===== config.mk =====
export PLATFORM = sky130hd
export DESIGN_NAME = shared_pin_reg_loader
export DESIGN_NICKNAME = d
export VERILOG_FILES = /design/src/rtl/slp_pkg.sv /design/src/rtl/slp_pad_mux.sv /design/src/rtl/slp_serial_rx.sv /design/src/rtl/slp_reg_bank.sv /design/src/rtl/shared_pin_reg_loader.sv
export SDC_FILE = /design/constraint.sdc
export NUM_CORES = 1
export LEC_CHECK = 0
export ABC_AREA = 0
export ABC_CLOCK_PERIOD_IN_PS = 3000
export BUFFER_PORTS_ARGS = -buffer_cell sky130_fd_sc_hd__clkbuf_2
export CORE_MARGIN = 2
export CORE_UTILIZATION = 49
export DETAILED_ROUTE_END_ITERATION = 8
export HOLD_SLACK_MARGIN = 0.06
export PLACE_DENSITY = 0.79
export SLEW_MARGIN = 20
export SYNTH_ARGS = -nofsm -noshare
export SYNTH_HDL_FRONTEND = slang
export SYNTH_SLANG_ARGS = --single-unit

===== constraint.sdc =====
create_clock -name clk -period 3 [get_ports clk]
set_clock_uncertainty 0.2 [all_clocks]
set_input_delay 0.6 -clock clk [delete_from_list [all_inputs] [get_ports clk]]
set_output_delay 0.6 -clock clk [all_outputs]
set_load 0.01 [all_outputs]

===== src/rtl/slp_pkg.sv =====
package slp_pkg;
  localparam int ADDR_W  = 3;
  localparam int DATA_W  = 8;
  localparam int GAIN_W  = 6;
  localparam int NUM_CH  = 3;
  localparam int CFG_W   = 2;
  localparam int FRAME_W = ADDR_W + DATA_W;
  localparam int CNT_W   = $clog2(FRAME_W + 1);

  localparam logic [ADDR_W-1:0] ADR_MODE = 3'd6;
  localparam logic [ADDR_W-1:0] ADR_TEST = 3'd7;

  localparam int MB_PD   = 7;
  localparam int MB_SRST = 6;

  localparam logic [DATA_W-1:0] OFFS_RST = 8'h40;
  localparam logic [DATA_W-1:0] MODE_RST = 8'h00;
  localparam logic [DATA_W-1:0] TEST_RST = 8'h00;
  localparam logic [GAIN_W-1:0] GAIN_RST = '0;
endpackage


===== src/rtl/slp_pad_mux.sv =====
module slp_pad_mux #(
  parameter int BUS_W = 8
) (
  input  logic             sync_i,
  input  logic [BUS_W-1:0] pix_i,
  output logic [BUS_W-1:0] pad_out_o,
  output logic             pad_oe_o
);
  always_comb begin
    pad_oe_o  = ~sync_i;
    pad_out_o = pix_i;
  end
endmodule


===== src/rtl/slp_serial_rx.sv =====
module slp_serial_rx
  import slp_pkg::*;
#(
  parameter int SYNC_STAGES = 2
) (
  input  logic               clk,
  input  logic               rst_n,
  input  logic               port_en,
  input  logic               ld_pin,
  input  logic               sc_pin,
  input  logic               sd_pin,
  output logic               commit_o,
  output logic [FRAME_W-1:0] word_o,
  output logic [CNT_W-1:0]   bitcnt_o
);
  localparam logic [CNT_W-1:0] FULL = CNT_W'(FRAME_W);

  logic [SYNC_STAGES-1:0] ld_s, sc_s, sd_s;
  logic ld_prev, sc_prev;
  logic ld_now, sc_now, sd_now;
  logic ld_fall, ld_rise, sc_rise;

  logic               armed_q, armed_d;
  logic [CNT_W-1:0]   cnt_q, cnt_d;
  logic [FRAME_W-1:0] sh_q, sh_d;
  logic               commit_q, commit_d;
  logic [FRAME_W-1:0] word_q, word_d;

  // pad synchronizers; load idles high
  always_ff @(posedge clk or negedge rst_n) begin
    if (!rst_n) begin
      ld_s    <= '1;
      sc_s    <= '0;
      sd_s    <= '0;
      ld_prev <= 1'b1;
      sc_prev <= 1'b0;
    end else begin
      ld_s    <= {ld_s[SYNC_STAGES-2:0], ld_pin};
      sc_s    <= {sc_s[SYNC_STAGES-2:0], sc_pin};
      sd_s    <= {sd_s[SYNC_STAGES-2:0], sd_pin};
      ld_prev <= ld_now;
      sc_prev <= sc_now;
    end
  end

  always_comb begin
    ld_now  = ld_s[SYNC_STAGES-1];
    sc_now  = sc_s[SYNC_STAGES-1];
    sd_now  = sd_s[SYNC_STAGES-1];
    ld_fall = ld_prev & ~ld_now;
    ld_rise = ~ld_prev & ld_now;
    sc_rise = ~sc_prev & sc_now;
  end

  // frame next-state
  always_comb begin
    armed_d  = armed_q;
    cnt_d    = cnt_q;
    sh_d     = sh_q;
    commit_d = 1'b0;
    word_d   = word_q;
    if (!port_en) begin
      armed_d = 1'b0;
    end else if (ld_fall) begin
      armed_d = 1'b1;
      cnt_d   = '0;
    end else if (armed_q && ld_rise) begin
      armed_d = 1'b0;
      if (cnt_q == FULL) begin
        commit_d = 1'b1;
        word_d   = sh_q;
      end
    end else if (armed_q && sc_rise && (cnt_q < FULL)) begin
      sh_d  = {sh_q[FRAME_W-2:0], sd_now};
      cnt_d = cnt_q + 1'b1;
    end
  end

  always_ff @(posedge clk or negedge rst_n) begin
    if (!rst_n) begin
      armed_q  <= 1'b0;
      cnt_q    <= '0;
      sh_q     <= '0;
      commit_q <= 1'b0;
      word_q   <= '0;
    end else begin
      armed_q  <= armed_d;
      cnt_q    <= cnt_d;
      sh_q     <= sh_d;
      commit_q <= commit_d;
      word_q   <= word_d;
    end
  end

  assign commit_o = commit_q;
  assign word_o   = word_q;
  assign bitcnt_o = cnt_q;
endmodule


===== src/rtl/slp_reg_bank.sv =====
module slp_reg_bank
  import slp_pkg::*;
(
  input  logic                           clk,
  input  logic                           rst_n,
  input  logic                           commit_i,
  input  logic [ADDR_W-1:0]              addr_i,
  input  logic [DATA_W-1:0]              data_i,
  output logic [NUM_CH-1:0][GAIN_W-1:0]  gain_o,
  output logic [NUM_CH-1:0][DATA_W-1:0]  offs_o,
  output logic [DATA_W-1:0]              mode_o,
  output logic [DATA_W-1:0]              test_o
);
  logic soft_rst;
  logic mode_we, test_we;
  logic [DATA_W-1:0] mode_q, mode_d;
  logic [DATA_W-1:0] test_q;

  always_comb begin
    soft_rst = commit_i && (addr_i == ADR_MODE) && data_i[MB_SRST];
    mode_we  = commit_i && (addr_i == ADR_MODE);
    test_we  = commit_i && (addr_i == ADR_TEST);
  end

  // per-channel gain and offset registers
  for (genvar c = 0; c < NUM_CH; c++) begin : g_ch
    localparam logic [ADDR_W-1:0] ADR_G = ADDR_W'(2 * c);
    localparam logic [ADDR_W-1:0] ADR_O = ADDR_W'(2 * c + 1);
    logic gain_we, offs_we;
    logic [GAIN_W-1:0] gain_q;
    logic [DATA_W-1:0] offs_q;

    always_comb begin
      gain_we = commit_i && (addr_i == ADR_G);
      offs_we = commit_i && (addr_i == ADR_O);
    end

    always_ff @(posedge clk or negedge rst_n) begin
      if (!rst_n) begin
        gain_q <= GAIN_RST;
        offs_q <= OFFS_RST;
      end else if (soft_rst) begin
        gain_q <= GAIN_RST;
        offs_q <= OFFS_RST;
      end else begin
        if (gain_we) gain_q <= data_i[DATA_W-1 -: GAIN_W];
        if (offs_we) offs_q <= data_i;
      end
    end

    assign gain_o[c] = gain_q;
    assign offs_o[c] = offs_q;
  end

  // mode next value: self-clearing reset bit, config dropped on power-down exit
  always_comb begin
    mode_d          = data_i;
    mode_d[MB_SRST] = 1'b0;
    if (mode_q[MB_PD] && !data_i[MB_PD])
      mode_d[CFG_W-1:0] = '0;
    if (soft_rst)
      mode_d = MODE_RST;
  end

  always_ff @(posedge clk or negedge rst_n) begin
    if (!rst_n) begin
      mode_q <= MODE_RST;
      test_q <= TEST_RST;
    end else begin
      if (mode_we) mode_q <= mode_d;
      if (soft_rst)     test_q <= TEST_RST;
      else if (test_we) test_q <= data_i;
    end
  end

  assign mode_o = mode_q;
  assign test_o = test_q;
endmodule


===== src/rtl/shared_pin_reg_loader.sv =====
module shared_pin_reg_loader
  import slp_pkg::*;
#(
  parameter int SYNC_STAGES = 2,
  parameter int BUS_W       = 8,
  parameter int LD_BIT      = 7,
  parameter int SD_BIT      = 6,
  parameter int SC_BIT      = 5
) (
  input  logic             clk,
  input  logic             rst_n,
  input  logic             sync_i,
  input  logic [BUS_W-1:0] pix_data_i,
  input  logic [BUS_W-1:0] pad_in,
  output logic [BUS_W-1:0] pad_out,
  output logic             pad_oe,
  output logic [5:0]       gain_red,
  output logic [5:0]       gain_grn,
  output logic [5:0]       gain_blu,
  output logic [7:0]       offs_red,
  output logic [7:0]       offs_grn,
  output logic [7:0]       offs_blu,
  output logic [7:0]       mode_o,
  output logic [7:0]       test_o
);
  logic [1:0] rst_pipe;
  logic       rst_core_n;

  // asynchronous assert, synchronous release
  always_ff @(posedge clk or negedge rst_n) begin
    if (!rst_n) rst_pipe <= '0;
    else        rst_pipe <= {rst_pipe[0], 1'b1};
  end
  assign rst_core_n = rst_pipe[1];

  logic                          commit_w;
  logic [FRAME_W-1:0]            word_w;
  logic [CNT_W-1:0]              bitcnt_w;
  logic [NUM_CH-1:0][GAIN_W-1:0] gain_w;
  logic [NUM_CH-1:0][DATA_W-1:0] offs_w;

  slp_pad_mux #(.BUS_W(BUS_W)) u_pad (
    .sync_i   (sync_i),
    .pix_i    (pix_data_i),
    .pad_out_o(pad_out),
    .pad_oe_o (pad_oe)
  );

  slp_serial_rx #(.SYNC_STAGES(SYNC_STAGES)) u_rx (
    .clk     (clk),
    .rst_n   (rst_core_n),
    .port_en (sync_i),
    .ld_pin  (pad_in[LD_BIT]),
    .sc_pin  (pad_in[SC_BIT]),
    .sd_pin  (pad_in[SD_BIT]),
    .commit_o(commit_w),
    .word_o  (word_w),
    .bitcnt_o(bitcnt_w)
  );

  slp_reg_bank u_regs (
    .clk     (clk),
    .rst_n   (rst_core_n),
    .commit_i(commit_w),
    .addr_i  (word_w[FRAME_W-1 -: ADDR_W]),
    .data_i  (word_w[DATA_W-1:0]),
    .gain_o  (gain_w),
    .offs_o  (offs_w),
    .mode_o  (mode_o),
    .test_o  (test_o)
  );

  assign gain_red = gain_w[0];
  assign gain_grn = gain_w[1];
  assign gain_blu = gain_w[2];
  assign offs_red = offs_w[0];
  assign offs_grn = offs_w[1];
  assign offs_blu = offs_w[2];
endmodule


==> results, run 1 <==
- The run finished with clean final reports.
- STA puts the critical path data required time at roughly 3.0 ns.
- After the first detailed-routing iteration, the DRC count stood at about 160.
- STA classifies the critical path endpoint as a flop.
- dfrtp_1 is the most common cell in the netlist.
- The cell taking the most area after synthesis is dfrtp_1.
- The final design utilization is 0.575.
- The count of instances resized after the clock tree is built is 0.
- During I/O placement, the number of pins put on the boundary was 86.
- After clock tree synthesis, the clock-pin slew on the worst setup and hold paths is approximately 0.09 ns.
- The wire length of the first global-routing pass is ~13000 µm.
- Setup violations remaining at the end of the flow were counted as 0.
- In this run the power spent charging and discharging nets is between 500 and 600 µW.
- Setup repair after global routing left no endpoint under its margin.
- The root buffer cell is clkbuf_8.
- The share of total power dissipated in combinational logic is 0.033.
- During synthesis, Yosys emitted a total of 0 warnings.
- The share of synthesized area in the top cell type comes to 0.567.
- The internal power of the cells totals 1730 µW.
- Static timing analysis puts the maximum clock frequency at 0.469 GHz.
- The number of CTS-inserted buffers is 9.
- The hold-fix buffer count after cts is 1.
- The number of rows in the core area is 32.
- The number of clock sinks is between 90 and 100.
- No sink is reached through more buffers than the 2 on the longest clock path.
- The number of antenna violations at the first check in global routing was 0.
- The share of total power dissipated in the clock network is 0.368.
- The last weighted congestion value of the routability-driven placer is between 0.7 and 0.8.
- The pin count of the biggest net entering global routing is 94.
- The arrival time at the worst endpoint is 2.17 ns.
- Traced cell by cell, the critical path runs through nand3b_4 > nor4_4 > mux2_2.
- The critical path in this run is classified as reg -> reg.
- Relative to the synthesized area, the layout overhead comes to 13.3%.
- The final-report max-slew violation count was 0.
- After routing the design area is around 0.0044 mm².
- The largest individual stage delay along the critical path comes from the cell nor4_4.
- The count of nets left with antenna violations once routing finished came out at 0.
- Of the available clock period, the critical path in the final layout requires 0.710.
- The later pin in the worst-skew pair is clocked with a latency of approximately 0.36 ns.
- The cell count after synthesis is approximately 350.
- The final setup TNS is 0 ns.
- The power per cell area is ~500 mW/mm².
- The number of nets in the layout is roughly 420.
- The async set-or-reset flop fraction in the synthesized netlist is 1.00.
- Ranked by instance count, the synthesized netlist is headed by dfrtp_1 (89), nand2_1 (80), a21oi_1 (33).
- Before antenna repair, the detailed router went through 4 iterations.
- Of the total power, registers draw 0.599.
- Along the worst path, the maximum fanout reaches 13.
- The total power draw is ~2200 µW.
- In the routed layout, each cell is associated on average with a via count of ~5.
- In the routed design, unresolved DRC markers number 0.
- The TritonCTS clock tree is built.
- The floorplan step defined a die boundary enclosing between 0.008 and 0.009 mm².
- For this configuration, the core starts out at a cell density of 0.508.
- Headroom to the max-slew limit came out at 0.459.
- The area of the core is 0.00773 mm².
- The total overflow left after global routing is 0.
- The number of different library cells used by synthesis comes to 40.
- The area of the mapped netlist is 0.00393 mm².
- The share of post-route cells with drive strength above 1 is 0.292.
- The path category of the worst min-delay check is reg -> async.
- The number of I/O port buffers is 63.
- By area the synthesized netlist is led by dfrtp_1 (57%), nand2_1 (7.6%), mux2_2 (6.0%).
- The via count of the first global-routing pass is between 2000 and 2500.
- The number of failing hold endpoints at the final stage is 0.
- The number of antenna diodes in the final layout is 0.
- The post-detailed-route wirelength per cell is 15.2 µm.
- Across the VDD grid, the largest voltage drop is between 200 and 300 µV.
- In this run, synthesis produced a sequential element count of 95.
- The minimum period implied by the final worst setup slack is ~2.1 ns.
- In this run, synthesis inferred 0 flip-flops with an integrated enable.
- In this run the cell area measured after placement is approximately 0.0042 mm².
- At the pin with the least slew margin, the transition time is roughly 0.8 ns.
- The share of the Yosys chip area taken by registers is 0.607.
- The most used flip-flop cell after synthesis is dfrtp_1.
- For this run, the slowest stage of the critical path takes ~0.7 ns.
- The max capacitance violation total is 0.
- Once the clock tree was built, the setup fixing pass inserted 0 buffers.
- The aggregate routed wire length is between 7000 and 8000 µm.
- The static leakage is 0.00218 µW.
- STA classifies the critical path startpoint as a flop.
- The post-synthesis area per instance is roughly 11 µm².
- The height of the die is approximately 94 µm.
- The detailed-placement wirelength estimate is ~5000 µm.
- The count of H-tree levels built during CTS is 3.
- The routed layout has approximately 2600 vias.
- The synthesized netlist net count is 367.
- Of the total power, the share spent switching nets is 0.225.
- The overall track demand over capacity in global routing is 0.190.
- Measured along the x axis, the die boundary spans just over 90 µm.
worst max-delay path, delay by kind of cell, from the launching register on:
kind / cells / cell delay [ns]
DFF: 1 / 0.59
muxes: 1 / 0.42
and+or+nand+nor: 2 / 0.80
power groups by stage:
stage                     logic [µW]  registers (µW)  clock network [µW]
after floorplan                 52.4            1360                   0
after global placement          51.6            1370                   0
after detailed placement        55.3            1380                   0
after CTS                       56.0            1350                 833
after global routing            85.1            1340                 891
final                           74.2            1330                 819
logic make-up after synthesis:
group / synth area share
AO/OA/AOI/OAI: 0.0829
other: 0.00191
buffers and inverters: 0.0468
multiplexers: 0.0985
adder cells (fa/ha/maj): 0.00319
flip-flops: 0.607
AND/OR/NAND/NOR: 0.159
metrics by stage:
stage | std cells | setup slack, ns | hold slack (ns)
2_1_floorplan | 347 | 1.14 | 0.104
3_3_place_gp | 488 | 0.766 | 0.134
3_5_place_dp | 488 | 0.701 | 0.137
4_1_cts | 505 | 0.837 | 0.0998
5_1_grt | 506 | 0.748 | 0.0909
6_report | 506 | 0.870 | 0.0823
metal layers:
metal	global-route usage	up-vias	wire length (µm)
li1	-	1257	-
met1	0.265	1260	3640
met2	0.288	65	3480
met3	0.0290	13	418
met4	0.0980	0	142
met5	0	-	0
layout by cell type, fill, tap and decap left out, drive strengths merged, types with 2 or more instances in the layout:
master	n
nand2b	3
mux2i	15
a211oi	2
clkbuf	74
nor2b	3
dfstp	6
dfrtp	89
conb	2
buf	3
mux2	21
a21oi	33
nor3	2
inv	5
nand3	3
and3	2
and3b	2
nor2	24
o31ai	2
nand2	80
o21ai	13
a21o	2
clkinvlp	2
worst paths after layout:
path	startpoint	end	slack, ns	depth (start not counted)
setup / recovery	u_rx.ld_s[1]	u_rx.word_o[8]	0.87	3
hold / removal	rst_pipe[1]	u_rx.bitcnt_o[2]	0.08	0
setup reg to reg	u_rx.ld_s[1]	u_rx.word_o[8]	0.87	3
hold reg to reg	rst_pipe[1]	u_rx.bitcnt_o[2]	0.08	0
max in group asynchronous	rst_pipe[1]	u_regs.g_ch[1].offs_q[6]	1.71	2
min in group clk	pad_in[7]	u_rx.ld_s[0]	0.11	1
flip-flops by register name, summed over array words and instances, names as in the netlist, 4 cells and up:
signal / flops
u_regs.g_ch.gain_q: 18
u_regs.g_ch.offs_q: 24
u_regs.mode_o: 7
u_regs.test_o: 8
u_rx.bitcnt_o: 4
u_rx.sh_q: 11
u_rx.word_o: 11
cell type report:
cell class | instances | area (µm²)
inverters | 4 | 15.0
repair buffers | 67 | 368
multi-input cells | 222 | 1360
flip-flops and latches | 95 | 2390
clock inverters | 5 | 58.8
well taps | 102 | 128
clock buffers | 11 | 131
fillers | 650 | 3280
No activity file was read; power rests on OpenSTA's default activity.
==> run 2: changes to the inputs <==
ABC_CLOCK_PERIOD_IN_PS = 1800   (was 3000)
clock period = 1.8 ns   (was 3 ns; I/O delays follow)
==> run 2 against run 1 <==
Against the previous run: sequential share of layout area shrank 3.6 points; worst hold slack gained 0.032 ns; routed wire length grew 4.4%; critical path type unchanged.
==> results, run 2 (synthesis results as in run 1) <==
- The run finished with clean final reports.
- The path category of the worst min-delay check is in -> async.
- The largest buffer count on any clock path is 2 (unchanged).
- The class of the most critical setup path is reg -> reg.
- The worst-case hold slack is 0.114 ns (+0.0316 ns).
- The highest cell delay on the worst timing path is 0.40 ns (-0.29 ns).
- The number of failing hold endpoints at the final stage is 0 (unchanged).
- The number of setup violations in the final report was 0 (unchanged).
- The die width is 93.5 µm (unchanged).
- The die area is 0.00875 mm² (unchanged).
- The share of post-route cells with drive strength above 1 is 0.348 (+0.0559).
- The detailed-placement wirelength estimate came to 5210 µm (+4.5%).
- The number of fill cells is 598 (-8.0%).
- The family with the most delay on the worst path is flip-flops.
- The arrival time at the worst endpoint is 1.83 ns (-0.34 ns).
- The final-report max-slew violation count came to 0 (unchanged).
- In the layout the commonest cells are dfrtp_1 (87), nand2_1 (78), clkbuf_2 (63).
- The maximum vdd drop came to 354 µV (+39%).
- The post-detailed-route wirelength per cell was 15.0 µm (-0.91%).
- The overall track demand over capacity in global routing was 0.192 (+0.00209).
- Relative to the synthesized area, the layout overhead comes to 21.4%.
- The register with the most flip-flops in the final layout is u_regs.g_ch.offs_q.
- The worst endpoint required time is 1.83 ns (-1.21 ns).
- The kind of end point of the critical path is a flop.
- The power per cell area was 772 mW/mm² (+54%).
- The wire length of the first global-routing pass is 12900 µm (+2.2%).
- The total DRC errors in the routed layout is 0 (unchanged).
- The number of clock sinks is 95 (unchanged).
- The total buffers and inverters traversed by the critical path is 2 (+2).
- The minimum period implied by the final worst setup slack was 1.80 ns (-0.331 ns).
- The vias per cell came to 5.08 (-0.90%).
- The final setup TNS came to 0 ns (unchanged).
- The via count of the first global-routing pass came to 2601 (+5.3%).
- The number of placed I/O pins was 86 (unchanged).
- The area of the core came to 0.00773 mm² (unchanged).
- The static leakage came to 0.00233 µW (+6.8%).
- The total power draw was 3680 µW (+65%).
- The wire length on met1 was 3570 µm (-1.8%).
- The setup slack after layout was 0.00123 ns (-0.869 ns).
- The final period utilization is 0.999 (+0.289).
- The remaining global-route overflow is 0 (unchanged).
- The count of H-tree levels built during CTS is 3 (unchanged).
- The met3 wirelength from detailed routing came to 425 µm (+1.7%).
- The pin count of the biggest net entering global routing came to 47 (-50%).
- The TritonCTS clock tree is built.
- Routed signal wires occupy layers up through met4.
- The slowest cell on the critical path is dfrtp_1.
- The length of the first detailed-routing pass in iterations is 5 (+1).
- The number of cells on the worst reg-to-reg path is 6 (+3).
- The height of the die came to 93.5 µm (unchanged).
- The residual antenna-violating net count after detailed routing is 0 (unchanged).
- The number of I/O port buffers came to 63 (unchanged).
- The aggregate routed wire length is 8010 µm (+4.4%).
- The number of antenna violations at the first check in global routing is 0 (unchanged).
- The source-to-sink clock delay at the later pin of the worst-skew pair was 0.35 ns (about the same).
- The worst slack after detailed placement is -0.0426 ns (-0.744 ns).
- In the final layout, the registers with the most flip-flops are u_regs.g_ch.offs_q (24), u_regs.g_ch.gain_q (18).
- The critical path depth in cells came to 6 (+3).
- The number of nets in the layout is 447 (+6.7%).
- The met2 routed wirelength is 3890 µm (+12%).
- STA classifies the critical path startpoint as a flop.
- The last weighted congestion value of the routability-driven placer came to 0.791 (+2.4%).
- The number of violations reported at the end of detailed-routing iteration 0 is 131 (-20%).
- The number of flip-flops under the largest register name is 24 (unchanged).
- The clock slew at the register clock pins of the worst setup and hold paths is 0.09 ns (about the same).
- The number of rows in the core area came to 32 (unchanged).
- The diode insertion count for antenna repair is 0 (unchanged).
- The total via count in the routed design was 2709 (+4.4%).
- The number of CTS-inserted buffers was 9 (unchanged).
- Setup repair after global routing could not meet its margin everywhere.
- The maximum fanout count along the critical path is 7 (-6).
- The initial cell density of the core was 0.508 (unchanged).
- The signal on the critical path passes through ha_4 > nand2_2 > nor4_4 > buf_4 > buf_12 > mux2_2.
- CTS placed an instance of clkbuf_8 at the clock tree root.
- The highest attainable clock frequency came to 0.556 GHz (+18%).
- The most common library cell in the layout ignoring fill and taps is dfrtp_1.
- The max capacitance violation total is 0 (unchanged).
run 2: changes by cell type in the layout (fill, tap and decap cells not counted), sizes merged:
cell         before  now
buf               3   26
bufinv            1    0
inv               5    6
clkbuf           74   73
dlygate4sd3       1    5
clkinvlp          2    3
run 2: metal layers:
layer,global-route usage,vias up
li1,-,1308
met1,0.265,1306
met2,0.298,84
met3,0.0395,11
met4,0.0772,0
met5,0,-
run 2: where the power goes:
part,internal (µW),switching (µW)
combinational,116,104
clock,502,746
sequential,2180,35.4
run 2: cell type report:
| type | count | area [µm²] | area share |
|---|---|---|---|
| sequential | 95 | 2390 | 0.502 |
| tap | 102 | 128 | 0.0268 |
| multi-input combinational | 222 | 1390 | 0.292 |
| inverter | 4 | 15.0 | 0.00315 |
| clock buffer | 9 | 124 | 0.0260 |
| clock inverter | 6 | 45.0 | 0.00945 |
| timing repair buffer | 95 | 673 | 0.141 |
run 2: final timing paths:
check / endpoint / slack (ns) / from
worst max-delay path: u_rx.word_o[0] / 0.001 / u_rx.bitcnt_o[1]
worst min-delay path: rst_pipe[1] / 0.11 / rst_n
worst max register to register: u_rx.word_o[0] / 0.001 / u_rx.bitcnt_o[1]
worst min register to register: u_rx.ld_prev / 0.13 / rst_pipe[1]
max in group asynchronous: u_rx.bitcnt_o[2] / 0.36 / rst_pipe[1]
min in group clk: u_rx.bitcnt_o[1] / 0.13 / sync_i
run 2: metrics by stage:
stage / cells / area (µm²) / util
final: 533 / 4760 / 0.617
after global routing: 533 / 4760 / 0.617
after global placement: 507 / 4440 / 0.574
after detailed placement: 507 / 4440 / 0.574
after floorplan: 347 / 3930 / -
after CTS: 527 / 4660 / 0.604
run 2: what timing repair did:
item / in CTS / in global routing
pin swaps: 1 / 4
endpoints found under the hold margin: 15 / 0
cloned: 0 / 1
gates resized for setup: 3 / 6
setup endpoints to repair: 16 / 27
buffers inserted: 0 / 5
hold buffers: 5 / 0
==> run 3: changes to the inputs <==
ABC_CLOCK_PERIOD_IN_PS = 2300   (was 1800)
CORE_UTILIZATION = 58   (was 49)
PLACE_DENSITY = 0.87   (was 0.79)
clock period = 2.3 ns   (was 1.8 ns; I/O delays follow)
==> run 3 against run 2 <==
Against the previous run: register-to-register slack gained 0.16 ns; worst hold slack gained 0.016 ns; sequential cell count stayed put; critical path depth down 1; clock power is 8% lower; die area shrank 15%; design area shrank 5.9%; power shrank 19%; clock-buffer cell count unchanged; global-route usage is 4.3 points higher; highest routed layer unchanged; via count is essentially flat; combinational power decreased by 56%; critical endpoint is now u_rx.sh_q[10].
==> results, run 3 (synthesis results as in run 1) <==
- The total via count in the routed design is 2708 (-0.037%).
- The vias per cell is 5.58 (+9.9%).
- The library cell used most frequently in the layout, excluding fill and tap cells, is dfrtp_1.
- The number of I/O port buffers came to 63 (unchanged).
- The diode insertion count for antenna repair is 0 (unchanged).
- The transition time of the tightest slew-check pin is 0.553 ns.
- The library cells used most frequently in the layout, excluding fill and tap cells, are dfrtp_1 (88), nand2_1 (80), clkbuf_2 (63).
- The largest buffer count on any clock path is 2 (unchanged).
- The kind of end point of the critical path is a flop.
- The placed instance area is 0.00423 mm² (-4.7%).
- The via count of the first global-routing pass is 2651 (+1.9%).
- The largest registers in the layout are u_regs.g_ch.offs_q (24), u_regs.g_ch.gain_q (18).
- The max capacitance violation total is 0 (unchanged).
- The number of nets in the layout is 423 (-5.4%).
- The total DRC errors in the routed layout came to 0 (unchanged).
- The height of the die is 86.3 µm (-7.7%).
- By startpoint and endpoint, the worst setup path is classified as reg -> reg.
- The count of H-tree levels built during CTS was 3 (unchanged).
- The number of violations reported at the end of detailed-routing iteration 0 is 262 (+100%).
- The area of the core came to 0.00646 mm² (-16%).
- The number of clock sinks is 95 (unchanged).
- The final design utilization is 0.694 (+0.0775).
- The aggregate routed wire length was 7970 µm (-0.45%).
- The highest attainable clock frequency came to 0.468 GHz (-16%).
- The overall track demand over capacity in global routing is 0.235 (+0.0431).
- The number of placed I/O pins is 86 (unchanged).
- The final-report max-slew violation count is 0 (unchanged).
- The last weighted congestion value of the routability-driven placer is 0.818 (+3.3%).
- The TritonCTS clock tree is built.
- The register name with the most flops is u_regs.g_ch.offs_q.
- The path category of the worst min-delay check is reg -> async.
- The source-to-sink clock delay at the later pin of the worst-skew pair is 0.36 ns (about the same).
- The minimum period implied by the final worst setup slack is 2.14 ns (+0.337 ns).
- The final setup TNS is 0 ns (unchanged).
- The length of the first detailed-routing pass in iterations was 5 (unchanged).
- The final period utilization was 0.929 (-0.0708).
- The post-detailed-route wirelength per cell is 16.4 µm (+9.4%).
- The setup slack after layout is 0.164 ns (+0.163 ns).
- The number of fill cells is 470 (-21%).
- The pin count of the biggest net entering global routing was 53 (+13%).
- The number of failing hold endpoints at the final stage came to 0 (unchanged).
- The cell area after layout is 0.00448 mm² (-5.9%).
- The die width is 86.3 µm (-7.7%).
- The worst endpoint required time is 2.35 ns (+0.52 ns).
- The maximum fanout count along the critical path is 13 (+6).
- The residual antenna-violating net count after detailed routing is 0 (unchanged).
- The number of setup buffers added after CTS is 0 (unchanged).
- The number of flip-flops under the largest register name was 24 (unchanged).
- The number of cells on the worst reg-to-reg path came to 5 (-1).
- The remaining global-route overflow is 0 (unchanged).
- The clock slew at the register clock pins of the worst setup and hold paths was 0.10 ns (about the same).
- The count of non-filler cells in the finished layout was 485 (-9.0%).
- The arrival time at the worst endpoint came to 2.19 ns (+0.36 ns).
- The die area is 0.00744 mm² (-15%).
- Relative to the synthesized area, the layout overhead comes to 14.2%.
- The static leakage is 0.00221 µW (-4.9%).
- The number of rows in the core area came to 29 (-9.4%).
- The flow ran to the end, and the final reports show no timing, DRC or antenna violations.
- The wire length of the first global-routing pass is 13400 µm (+4.0%).
- The power per cell area is 668 mW/mm² (-14%).
- The number of setup violations in the final report is 0 (unchanged).
- The root buffer cell is clkbuf_8.
- The number of antenna violations at the first check in global routing came to 0 (unchanged).
- The detailed-placement wirelength estimate is 5120 µm (-1.7%).
- The share of post-route cells with drive strength above 1 is 0.297 (-0.0515).
- The maximum vdd drop came to 449 µV (+27%).
- The instance count after placement with tap cells included is 465 (-8.3%).
- The count of instances resized after the clock tree is built is 0 (-3).
- Setup repair after global routing left no endpoint under its margin.
- In this run the tightest slew margin relative to its limit is 0.631.
- The number of CTS-inserted buffers is 9 (unchanged).
- The worst setup path is launched from a flop.
- The initial cell density of the core is 0.608 (+0.0998).
- The worst slack after detailed placement is 0.233 ns (+0.275 ns).
## run 3: cell count changes in the layout (fill, tap and decap cells not counted), sizes merged
cell / delta
clkinvlp: -2
dlygate4sd3: -1
buf: -22
bufinv: +1
clkbuf: -1
clkinv: +2
## run 3: worst paths after layout
path                                        from                        to  slack, ns
worst max-delay path            u_rx.bitcnt_o[0]             u_rx.sh_q[10]       0.16
worst min-delay path                 rst_pipe[1]  u_regs.g_ch[1].gain_q[4]       0.13
worst max register to register  u_rx.bitcnt_o[0]             u_rx.sh_q[10]       0.16
worst min register to register       rst_pipe[1]  u_regs.g_ch[1].gain_q[4]       0.13
max in group asynchronous            rst_pipe[1]  u_regs.g_ch[0].offs_q[6]       1.05
min in group clk                    u_rx.sc_s[0]              u_rx.sc_s[1]       0.16
## run 3: metal layers
| metal | vias up | share of wire | wire (µm) | global-route usage |
|---|---|---|---|---|
| met5 | - | 0 | 0 | 0 |
| met4 | 0 | 0.023 | 182 | 0.105 |
| met3 | 18 | 0.057 | 452 | 0.0438 |
| met2 | 78 | 0.49 | 3870 | 0.366 |
| met1 | 1343 | 0.43 | 3470 | 0.326 |
| li1 | 1269 | - | - | - |
## run 3: area by class of cell
cell class                 instances  area, µm²  area share
sequential                        95       2390       0.533
clock buffer                       9        124      0.0276
tap                               77       96.3      0.0215
clock inverter                     7       91.3      0.0204
multi-input combinational        222       1360       0.303
timing repair buffer              71        410      0.0915
inverter                           4       15.0     0.00335
## run 3: through the flow
stage               hold WS (ns)  power [µW]
floorplan                -0.0356        1850
global placement          0.0457        1860
detailed placement        0.0465        1870
CTS                        0.145        3010
global route               0.169        3100
finish                     0.130        2990
## run 3: worst max-delay path: stages, from the launching register on
cell and delay [ns]:
dfrtp_1 0.42, ha_1 0.23, o21ai_0 0.28, nand2_1 0.18, nor2_4 0.32, mux2_2 0.39
## run 3: what timing repair did
action                                 CTS  global route
hold buffers                             4             0
endpoints found under the hold margin    5             0
setup endpoints to repair                0            10
## run 3: power by group
| part | switching, µW | internal (µW) | leakage [µW] |
|---|---|---|---|
| clock network | 623 | 526 | 0.000105 |
| registers | 42.3 | 1700 | 0.00128 |
| logic | 52.7 | 44.6 | 0.000830 |
| total | 718 | 2270 | 0.00221 |
